--- src/rtl/qdac_pkg.sv ---
package qdac_pkg;

   // Default code applied by reset: half scale or zero scale.
   function automatic logic [31:0] reset_code(input int unsigned width, input bit mid);
      logic [31:0] v;
      v = '0;
      if (mid) v[width-1] = 1'b1;
      return v;
   endfunction

endpackage

--- src/rtl/qdac_sync.sv ---
module qdac_sync #(
   parameter int unsigned W       = 1,
   parameter int unsigned STAGES  = 2,
   parameter logic [W-1:0] IDLE   = '0
) (
   input  logic         clk,
   input  logic         rst_n,
   input  logic [W-1:0] d,
   output logic [W-1:0] q
);

   if (STAGES < 2) begin : g_bad_stages
      $error("qdac_sync needs at least two stages");
   end

   logic [W-1:0] pipe [STAGES];

   for (genvar s = 0; s < STAGES; s++) begin : g_stage
      always_ff @(posedge clk or negedge rst_n) begin
         if (!rst_n) pipe[s] <= IDLE;
         else if (s == 0) pipe[s] <= d;
         else pipe[s] <= pipe[(s == 0) ? 0 : s-1];
      end
   end

   assign q = pipe[STAGES-1];

endmodule

--- src/rtl/qdac_busport.sv ---
module qdac_busport #(
   parameter int unsigned AW = 2,
   parameter int unsigned DW = 12
) (
   input  logic          clk,
   input  logic          rst_n,
   input  logic          sel_n_s,
   input  logic          rd_s,
   input  logic [AW-1:0] addr_s,
   input  logic [DW-1:0] data_s,
   output logic          wr_en,
   output logic [AW-1:0] wr_addr,
   output logic [DW-1:0] wr_data,
   output logic          rd_en,
   output logic [AW-1:0] rd_addr
);

   // One extra stage so the word seen with the select still low is kept.
   logic          sel_n_d;
   logic          rd_d;
   logic [AW-1:0] addr_d;
   logic [DW-1:0] data_d;

   always_ff @(posedge clk or negedge rst_n) begin
      if (!rst_n) begin
         sel_n_d <= 1'b1;
         rd_d    <= 1'b1;
         addr_d  <= '0;
         data_d  <= '0;
      end else begin
         sel_n_d <= sel_n_s;
         rd_d    <= rd_s;
         addr_d  <= addr_s;
         data_d  <= data_s;
      end
   end

   assign wr_en   = sel_n_s && !sel_n_d && !rd_d;
   assign wr_addr = addr_d;
   assign wr_data = data_d;
   assign rd_en   = !sel_n_s && rd_s;
   assign rd_addr = addr_s;

   a_r9_commit_after_rise: assert property (@(posedge clk) disable iff (!rst_n)
      wr_en |=> !wr_en);

endmodule

--- src/rtl/qdac_channel.sv ---
module qdac_channel #(
   parameter int unsigned  DW       = 12,
   parameter logic [DW-1:0] RST_CODE = '0
) (
   input  logic          clk,
   input  logic          rst_n,
   input  logic          wr_en,
   input  logic [DW-1:0] wr_data,
   input  logic          load_en,
   output logic [DW-1:0] in_q,
   output logic [DW-1:0] out_q
);

   logic [DW-1:0] in_next;

   assign in_next = wr_en ? wr_data : in_q;

   always_ff @(posedge clk or negedge rst_n) begin
      if (!rst_n) begin
         in_q  <= RST_CODE;
         out_q <= RST_CODE;
      end else begin
         in_q <= in_next;
         if (load_en) out_q <= in_next;
      end
   end

   a_r3_hold_without_load: assert property (@(posedge clk) disable iff (!rst_n)
      !load_en |=> $stable(out_q));

   a_r4_load_copies_input: assert property (@(posedge clk) disable iff (!rst_n)
      (load_en && !wr_en) |=> out_q == $past(in_q));

   a_r5_new_word_wins: assert property (@(posedge clk) disable iff (!rst_n)
      (load_en && wr_en) |=> out_q == $past(wr_data));

endmodule

--- src/rtl/quad_dac_regif.sv ---
module quad_dac_regif #(
   parameter int unsigned NCH       = 4,
   parameter int unsigned DW        = 12,
   parameter int unsigned SYNC_FF   = 2,
   parameter bit          RESET_MID = 1'b1
) (
   input  logic                  clk,
   input  logic                  rst_n,
   input  logic                  bus_sel_n,
   input  logic                  bus_rd,
   input  logic [$clog2(NCH)-1:0] bus_addr,
   input  logic [DW-1:0]         bus_din,
   output logic [DW-1:0]         bus_dout,
   output logic                  bus_doe,
   input  logic                  load_n,
   output logic [NCH*DW-1:0]     code_o
);

   localparam int unsigned AW = $clog2(NCH);
   localparam int unsigned SW = 3 + AW + DW;
   localparam logic [DW-1:0] RST_CODE = DW'(qdac_pkg::reset_code(DW, RESET_MID));
   localparam logic [SW-1:0] SYNC_IDLE = {3'b111, {(AW+DW){1'b0}}};

   if (NCH < 2 || (1 << AW) != NCH) begin : g_bad_nch
      $error("NCH must be a power of two of at least 2");
   end
   if (DW < 2 || DW > 32) begin : g_bad_dw
      $error("DW must lie in 2..32");
   end

   logic [SW-1:0] raw_bus, sync_bus;
   logic          sel_n_s, rd_s, load_n_s;
   logic [AW-1:0] addr_s;
   logic [DW-1:0] data_s;

   assign raw_bus = {bus_sel_n, bus_rd, load_n, bus_addr, bus_din};

   qdac_sync #(.W(SW), .STAGES(SYNC_FF), .IDLE(SYNC_IDLE)) u_sync (
      .clk(clk), .rst_n(rst_n), .d(raw_bus), .q(sync_bus)
   );

   assign {sel_n_s, rd_s, load_n_s, addr_s, data_s} = sync_bus;

   logic          wr_en, rd_en;
   logic [AW-1:0] wr_addr, rd_addr;
   logic [DW-1:0] wr_data;

   qdac_busport #(.AW(AW), .DW(DW)) u_port (
      .clk(clk), .rst_n(rst_n),
      .sel_n_s(sel_n_s), .rd_s(rd_s), .addr_s(addr_s), .data_s(data_s),
      .wr_en(wr_en), .wr_addr(wr_addr), .wr_data(wr_data),
      .rd_en(rd_en), .rd_addr(rd_addr)
   );

   logic [NCH-1:0] wr_vec;
   logic [DW-1:0]  in_arr [NCH];

   for (genvar k = 0; k < NCH; k++) begin : g_ch
      assign wr_vec[k] = wr_en && (wr_addr == AW'(k));
      qdac_channel #(.DW(DW), .RST_CODE(RST_CODE)) u_ch (
         .clk(clk), .rst_n(rst_n),
         .wr_en(wr_vec[k]), .wr_data(wr_data),
         .load_en(!load_n_s),
         .in_q(in_arr[k]), .out_q(code_o[k*DW +: DW])
      );
   end

   assign bus_doe  = rd_en;
   assign bus_dout = rd_en ? in_arr[rd_addr] : '0;

   a_r2_single_target: assert property (@(posedge clk) disable iff (!rst_n)
      $onehot0(wr_vec));

   a_r7_no_drive_on_write: assert property (@(posedge clk) disable iff (!rst_n)
      wr_en |-> !bus_doe);

endmodule

--- config.mk ---
export PLATFORM = sky130hd
export DESIGN_NAME = quad_dac_regif
export DESIGN_NICKNAME = d
export VERILOG_FILES = /design/src/rtl/qdac_pkg.sv /design/src/rtl/qdac_sync.sv /design/src/rtl/qdac_busport.sv /design/src/rtl/qdac_channel.sv /design/src/rtl/quad_dac_regif.sv
export SDC_FILE = /design/constraint.sdc
export NUM_CORES = 1
export LEC_CHECK = 0
export BUFFER_PORTS_ARGS = -buffer_cell sky130_fd_sc_hd__buf_2
export CAP_MARGIN = 15
export CORE_ASPECT_RATIO = 0.8
export CORE_MARGIN = 2
export CORE_UTILIZATION = 50
export CTS_CLUSTER_SIZE = 16
export DETAILED_ROUTE_END_ITERATION = 6
export HOLD_SLACK_MARGIN = 0.03
export PLACE_DENSITY = 0.79
export SYNTH_ARGS = -nofsm -noshare
export SYNTH_HDL_FRONTEND = slang
export SYNTH_HIERARCHICAL = 1
export SYNTH_SLANG_ARGS = --single-unit
--- constraint.sdc ---
create_clock -name clk -period 2.6 [get_ports clk]
set_clock_uncertainty 0.15 [all_clocks]
set_input_delay 0.26 -clock clk [delete_from_list [all_inputs] [get_ports clk]]
set_output_delay 0.26 -clock clk [all_outputs]
set_load 0.005 [all_outputs]
# Yosys cells after proc, flatten, opt, wreduce, memory -nomap -nowiden

Index checks and enable logic that the tools add are counted.

Flip-flop bits (word level): 146
Latch bits: 0
Bits in writable memories: 0
ROM bits: 0
Input bits: 19
Output and inout port bits: 61
Word-level logic and storage cells: 38
Memories: 0

Add/sub/neg operators: 0
$mul: 0
Divide/modulo/power cells: 0
$lt $le $gt $ge: 1
Equality and inequality tests: 3
Shift operators: 0
Mux-type cells: 8
Bitwise gates (word level): 1
Reduce and logical (&&, ||, !) cells: 11

Operators with widths:

| kind                                                            | count |
|---|---|
| 12-bit two-way mux                                              | 7 |
| 12-bit binary-select mux with 2-bit select                      | 1 |
| 1-bit logical AND                                               | 7 |
| 2-bit == test, second input constant                            | 2 |
| 3-bit >= comparator, second input constant                      | 1 |
| 1-bit logical NOT                                               | 3 |
| 2-bit inverter with 3-bit output                                | 1 |
| 2-bit by 1-bit == test with 1-bit output, second input constant | 1 |
| 2-bit logical NOT                                               | 1 |

# Depth between registers and ports, before layout

Gate-level depths: netlist of run 1.

Word-level depth: 5
Gate-level depth with buffers: 7
Depth with buffers taken out: 5

# Modules after synthesis

Netlist of run 1, hierarchy kept.

By module, submodules not included:

| module         | times used | cells each | area each (um^2) |
|---|---|---|---|
| qdac_channel   | 4          | 50         | 930.9 |
| qdac_sync      | 1          | 51         | 985.9 |
| qdac_busport   | 1          | 20         | 439.2 |
| quad_dac_regif | 1          | 49         | 414.1 |

# Worst setup path after synthesis of run 1

No wires, ideal clock.

Path kind: reg2reg
Start point: register u_sync.pipe (netlist bit u_sync/q[16])
End point: register g_ch[0].u_ch.out_q[0]
Setup time: 125 ps
Arrival: 1,945 ps
Path slack: 380 ps
Stages on the path, launching flop included: 7
Path buffers: 2
Cells stage by stage: dfstp_2 -> buf_4 -> nor3b_2 -> nor3b_1 -> buf_6 -> mux2_4 -> mux2_2

Longest elaborated chain between the ends: 4

RTL lines:

| element                           | RTL line             | RTL |
|---|---|---|
| start, declared                   | qdac_sync.sv:16      | `logic [W-1:0] pipe [STAGES];` |
| start signal, assigned by index   | qdac_sync.sv:22      | `else pipe[s] <= pipe[(s == 0) ? 0 : s-1];` |
| 1-bit logical AND (2 in a row)    | qdac_busport.sv:38   | `assign wr_en = sel_n_s && !sel_n_d && !rd_d;` |
| named net wr_en                   | quad_dac_regif.sv:44 | `logic wr_en, rd_en;` |
| 1-bit logical AND                 | quad_dac_regif.sv:59 | `assign wr_vec[k] = wr_en && (wr_addr == AW'(k));` |
| named net wr_vec[0]               | quad_dac_regif.sv:55 | `logic [NCH-1:0] wr_vec;` |
| 12-bit two-way mux                | qdac_channel.sv:16   | `assign in_next = wr_en ? wr_data : in_q;` |
| named net g_ch[0].u_ch.in_next[0] | qdac_channel.sv:14   | `logic [DW-1:0] in_next;` |
| end signal, assigned              | qdac_channel.sv:24   | `if (load_en) out_q <= in_next;` |
| end, declared                     | qdac_channel.sv:11   | `output logic [DW-1:0] out_q` |

The timed path passes the listed nets, and every way through them passes these cells.
A chain may end at the register's enable or synchronous reset.

# Final worst setup path of run 1

Start point: register u_sync.pipe (netlist bit u_sync/q[16])
End point: output port bus_dout[8]

Longest elaborated chain between the ends: 3

RTL lines:

| element            | RTL line             | RTL |
|---|---|---|
| 1-bit logical NOT  | qdac_busport.sv:41   | `assign rd_en = !sel_n_s && rd_s;` |
| 1-bit logical AND  | qdac_busport.sv:41   |  |
| 12-bit two-way mux | quad_dac_regif.sv:69 | `assign bus_dout = rd_en ? in_arr[rd_addr] : '0;` |
| end, declared      | quad_dac_regif.sv:13 | `output logic [DW-1:0] bus_dout,` |

No other way between the ends.

==> results of run 1 <==
-- per-stage QoR --
stage               cells  area [um2]   util
floorplan             320        5560      -
global placement      523        5990  0.552
detailed placement    523        5990  0.552
CTS                   571        6750  0.622
global route          571        6750  0.622
finish                571        6750  0.622
-- flip-flops by register name, indices dropped and copies added (netlist names) --
signal and count:
g_ch.u_ch/in_q 48, g_ch.u_ch/out_q 48, u_sync/pipe 17, u_sync/q 17, u_port/wr_data 12, u_port/wr_addr 2
u_port/rd_d 1, u_port/sel_n_d 1
-- kinds of logic (layout without fill, tap and decap cells) --
group                  after synthesis  in the layout  share of synthesized area
buffers and inverters               33            140                     0.0479
and+or+nand+nor                      9              9                     0.0110
muxes                              120            120                      0.267
DFF                                146            146                      0.660
AOI/OAI and AO/OA                   12             12                     0.0135
-- what timing repair did --
item                                    4_1_cts  5_1_grt
endpoints found under the setup margin        0        0
hold buffers                                 18        0
hold endpoints to repair                     60        0
-- synthesized netlist by cell type, types with 2 or more instances --
master   instances  share of area
mux2_2          52           0.11
buf_2            5         0.0045
buf_6            5          0.010
mux2_4          44           0.12
dfstp_2         16          0.076
mux2i_1         24          0.043
nand2_1          2         0.0014
buf_4           19          0.026
dfrtp_1        130           0.58
o22ai_1         12          0.013
-- worst min path at each step --
stage                           start  slack (ns)  cells after the start                    end
final                           rst_n        0.18                      2  g_ch[2].u_ch/out_q[1]
after global routing      u_sync/q[9]        0.20                      0      u_port/wr_data[9]
after detailed placement        rst_n        0.06                      1  g_ch[2].u_ch/out_q[1]
after CTS                       rst_n        0.19                      2  g_ch[2].u_ch/out_q[1]
after floorplan                 rst_n       -0.19                      0   g_ch[0].u_ch/in_q[0]
after global placement          rst_n        0.05                      1        u_sync/pipe[18]
-- layout make-up --
cell class	count	area, um2
Timing Repair Buffer	109	684
Clock buffer	22	474
Fill cell	789	4100
Tap cell	144	180
Multi-Input combinational cell	141	1630
Sequential cell	146	3670
Clock inverter	8	105
Inverter	1	3.75
-- power groups by stage --
stage	combinational, mW	sequential [mW]	clock, mW
floorplan	0.602	2.96	0
finish	1.01	2.97	2.37
global placement	0.964	2.97	0
CTS	1.03	2.97	2.41
detailed placement	0.995	2.99	0
global route	1.11	3.02	2.53
-- layout by cell type, fill, tap and decap left out, types with 3 or more instances in the layout --
cell type      instances
buf_4                 11
dlygate4sd3_1         18
o22ai_1               12
mux2_4                44
clkbuf_16             17
dfstp_2               16
clkbuf_8               3
buf_2                 78
clkinvlp_4             3
mux2_2                52
dfrtp_1              130
mux2i_1               24
-- layer usage --
layer / up-vias / global-route usage / routed length [um]
met5: - / 0 / 0
met4: 0 / 0.0805 / 75
met3: 8 / 0.0654 / 738
met2: 95 / 0.289 / 5020
met1: 1518 / 0.283 / 4800
li1: 1299 / - / -
==> results.cfg, run 1 <==
[global_routing]
grt_use_total = 0.200
antenna_found_initial = 0
grt_max_degree = 65
grt_first_pass_wirelength_um = 17700
grt_overflow = 0
grt_pass1_vias = 3263

[logic_synthesis]
synth_edf_count = 0
synth_ff_type = dfrtp_1
syn_avg_cell_area_um2 = 17.4
synth_cell_types = 21
yosysSeqAreaShare = 0.660
syn_nets = 339
async_reset_ff_frac = 1.00
yosysWarnings = 6
postSynthCellCount = 320
synth_seq_cells = 146
syn-cell-area_um2 = 5560

[critical_path]
critPathSlowestCell = dfstp_2
crit_chain = and2b_2 > nand2b_1 > o22ai_1 > buf_2
crit_type = flip-flop to output pin
cp_max_fo = 12
crit_arrival_ns = 2.05
endpoint_kind = output pin
ff2ff_path_depth = 5
crit_cells = 4
endpoint = bus_dout[8]
max_stage_delay_ns = 0.53
worstPathRequired_ns = 2.19
crit_start = u_sync/q[16]
timing.rr.start = u_sync/q[16]
ff2ff_setup_slack_ns = 0.39
r2r_end = g_ch[1].u_ch/out_q[10]
worst-path-buf-inv = 1
cp-start-kind = flip-flop
cp_top_family = simple AND/OR/NAND/NOR gates

[layout]
diodes = 0
syn2layout_area_growth_pct = 21.4
drive_above_1_share = 0.553
final_nets = 435

[timing]
hold_viol_final = 0
setup_viol = 0
hold_ws_ns = 0.178
worst_pin_slew_ns = 0.649
period_minus_slack_ns = 2.46
setup_slack_ns = 0.140
finalCritPeriodShare = 0.946
fin_tns_setup_ns = 0
rsz0062_at_grt = false
maxSlewViolCount = 0
max_freq_mhz = 406
slew_headroom = 0.568

[route]
routed-via-count = 2920
ant_nets = 0
vias_per_cell = 5.11
totalWireLength_um = 10600
drt_iter0_drc = 202
drt_first_pass_iters = 4
drc = 0
wl_per_cell_um = 18.6

[power_and_ir_drop]
swShare = 0.240
comb_power_share = 0.159
intPower_mw = 4.82
peakVddDrop_mv = 0.578
clock_power_share = 0.373
power.density_nw_per_um2 = 939
p_leak_nw = 3.21
power_switching_mw = 1.52
total_power_mw = 6.34
seqPwrFrac = 0.468

[placement]
dpl_worst_slack_ns = 0.457
gp_congestion = 0.756
dp_hpwl_um = 6760
io_buffers = 79

[clocking]
cts_setup_buffers = 0
clk_latency_ns = 0.41
clock_sinks = 146
cts.clk_slew.worst_paths_ns = 0.06
clockBufferDepth = 2
htreeDepth = 4
cts_tree = yes
cts-resized-gates = 0
clockRootBuffer = clkbuf_16
cts_buffers = 17

[die]
dieArea_um2 = 12000
start_util = 0.513
rows = 34
die_w_um = 122
coreArea_um2 = 10800
die-height_um = 98.3
io_pins = 80

[job]
max_cap_violations = 0

[min_path]
hold_path.class = input port to async pin

[status]
status = finished, final reports clean
Power figures use the tool's default switching activity.
==> run 2: changes to the inputs <==
Settings changed: ABC_AREA from default to 1, PLACE_DENSITY 0.79 to 0.78.
==> run 2 against run 1 <==
  * Core utilization decreased by 0.86 points
  * Total power increased by 0.14%
  * Global-route usage increased by 3.0 points
  * Critical endpoint is now bus_dout[11]
  * Setup slack improved by 0.19 ns
  * Final cell count increased by 75%
  * Largest power group unchanged
  * Sequential power decreased by 3%
  * First-iteration DRC count increased by 74%
==> results.cfg, run 2 <==
[status]
status = finished, final reports clean

[global_routing]
grt_first_pass_wirelength_um = 23600
busiest_layer = met2
met3_usage = 0.0625
grt_max_degree = 54
met2_usage = 0.339
use_met1 = 0.326
antenna_found_initial = 0
grt_overflow = 0
grt_pass1_vias = 4724
grt_use_total = 0.230

[logic_synthesis]
synth_top_area_frac = 0.510
yosysSeqAreaShare = 0.576
synthTopCellsByCount = nand2_1 (231), inv_1 (156), dfrtp_1 (130), nand3_1 (64), and2_1 (48)
ys_top_cells_by_area = dfrtp_1 (51%), nand2_1 (14%), inv_1 (9.2%)
synth_cell_types = 18
syn-cell-area_um2 = 6370
yosysMostFrequentCell = nand2_1
synth_top_area_cell = dfrtp_1
syn_nets = 748
async_reset_ff_frac = 1.00
postSynthCellCount = 729
syn_avg_cell_area_um2 = 8.74
synth_ff_type = dfrtp_1
synth_seq_cells = 146
yosysWarnings = 6
synth_edf_count = 0

[clocking]
clock_sinks = 146
clk_latency_ns = 0.42
cts_hold_buf = 18
cts_setup_buffers = 0
cts.clk_slew.worst_paths_ns = 0.07
cts-resized-gates = 0
cts_buffers = 17
clockRootBuffer = clkbuf_16
cts_tree = yes
clockBufferDepth = 2
htreeDepth = 4

[job]
max_cap_violations = 0

[power_and_ir_drop]
power_switching_mw = 1.95
intPower_mw = 4.40
comb_power_share = 0.163
p_leak_nw = 4.26
clock_power_share = 0.383
power.density_nw_per_um2 = 842
total_power_mw = 6.35
peakVddDrop_mv = 0.545
seqPwrFrac = 0.454
swShare = 0.308

[layout]
finalInstanceArea_um2 = 7550
drive_above_1_share = 0.208
utilization = 0.614
biggestRegsByFlops = g_ch.u_ch/in_q (48), g_ch.u_ch/out_q (48)
final_nets = 834
syn2layout_area_growth_pct = 18.4
diodes = 0
final_common_cell = nand2_1
layout_common_cells = nand2_1 (231), inv_1 (156), dfrtp_1 (130), buf_2 (78), nand3_1 (64)
fin_cells = 999

[critical_path]
endpoint_kind = output pin
crit_arrival_ns = 1.86
cp-start-kind = flip-flop
ff2ff_path_depth = 9
crit_type = flip-flop to output pin
cp_max_fo = 12
worstPathRequired_ns = 2.19

[placement]
dpl_worst_slack_ns = 0.806
gp_congestion = 0.881
dpl.cell_count = 949
dp_hpwl_um = 10100
io_buffers = 79
dpl_cell_area_um2 = 6760

[timing]
hold_viol_final = 0
rsz0062_at_grt = false
setup_slack_ns = 0.334
hold_ws_ns = 0.197
finalCritPeriodShare = 0.872
max_freq_mhz = 441
fin_tns_setup_ns = 0
worst_pin_slew_ns = 0.683
slew_headroom = 0.544
maxSlewViolCount = 0
period_minus_slack_ns = 2.27
setup_viol = 0

[die]
coreArea_um2 = 12300
die_w_um = 130
die-height_um = 105
rows = 36
start_util = 0.518
dieArea_um2 = 13700
io_pins = 80

[route]
totalWireLength_um = 14600
wl_per_cell_um = 14.6
vias_per_cell = 4.76
drt_iter0_drc = 352
drc = 0
ant_nets = 0
drt_first_pass_iters = 5
routed-via-count = 4760

[min_path]
hold_path.class = input port to async pin
-- run 2: power groups by stage --
stage | Sequential (mW) | Combinational (mW) | Clock [mW]
finish | 2.88 | 1.04 | 2.43
global route | 2.92 | 1.19 | 2.57
CTS | 2.88 | 1.04 | 2.47
detailed placement | 2.91 | 1.01 | 0
global placement | 2.90 | 0.992 | 0
floorplan | 2.86 | 0.646 | 0
-- run 2: logic make-up (layout without fill, tap and decap cells) --
logic type | count (synthesis) | count (layout) | share of synthesized area
DFF | 146 | 146 | 0.576
AOI/OAI and AO/OA | 12 | 12 | 0.0141
and+or+nand+nor | 367 | 367 | 0.260
buffers and inverters | 204 | 303 | 0.149
-- run 2: worst paths after layout --
| path | end | startpoint | slack (ns) |
|---|---|---|---|
| setup / recovery | bus_dout[11] | u_sync/q[13] | 0.33 |
| hold / removal | g_ch[3].u_ch/out_q[7] | rst_n | 0.20 |
| setup reg to reg | g_ch[0].u_ch/out_q[0] | u_sync/q[16] | 0.78 |
| hold reg to reg | u_port/wr_data[11] | u_sync/q[11] | 0.20 |
| max in group asynchronous | u_sync/q[14] | rst_n | 1.36 |
| min in group clk | u_port/wr_data[11] | u_sync/q[11] | 0.20 |
-- run 2: area by class of cell --
cell class	instances	area [um2]
Clock inverter	15	185
Sequential cell	146	3670
Tap cell	171	214
Timing Repair Buffer	110	692
Inverter	161	607
Multi-Input combinational cell	379	1750
Fill cell	1062	4750
Clock buffer	17	425
-- run 2: worst max-delay path, stage by stage (launching register included) --
cell and delay [ns]:
dfrtp_1 0.38, inv_1 0.48, nand3_1 0.15, a21oi_1 0.26, buf_2 0.16
-- run 2: layer usage --
| metal | part of all wire | up-vias |
|---|---|---|
| li1 | - | 2279 |
| met2 | 0.44 | 190 |
| met5 | 0 | - |
| met4 | 0.025 | 0 |
| met3 | 0.075 | 30 |
| met1 | 0.46 | 2261 |
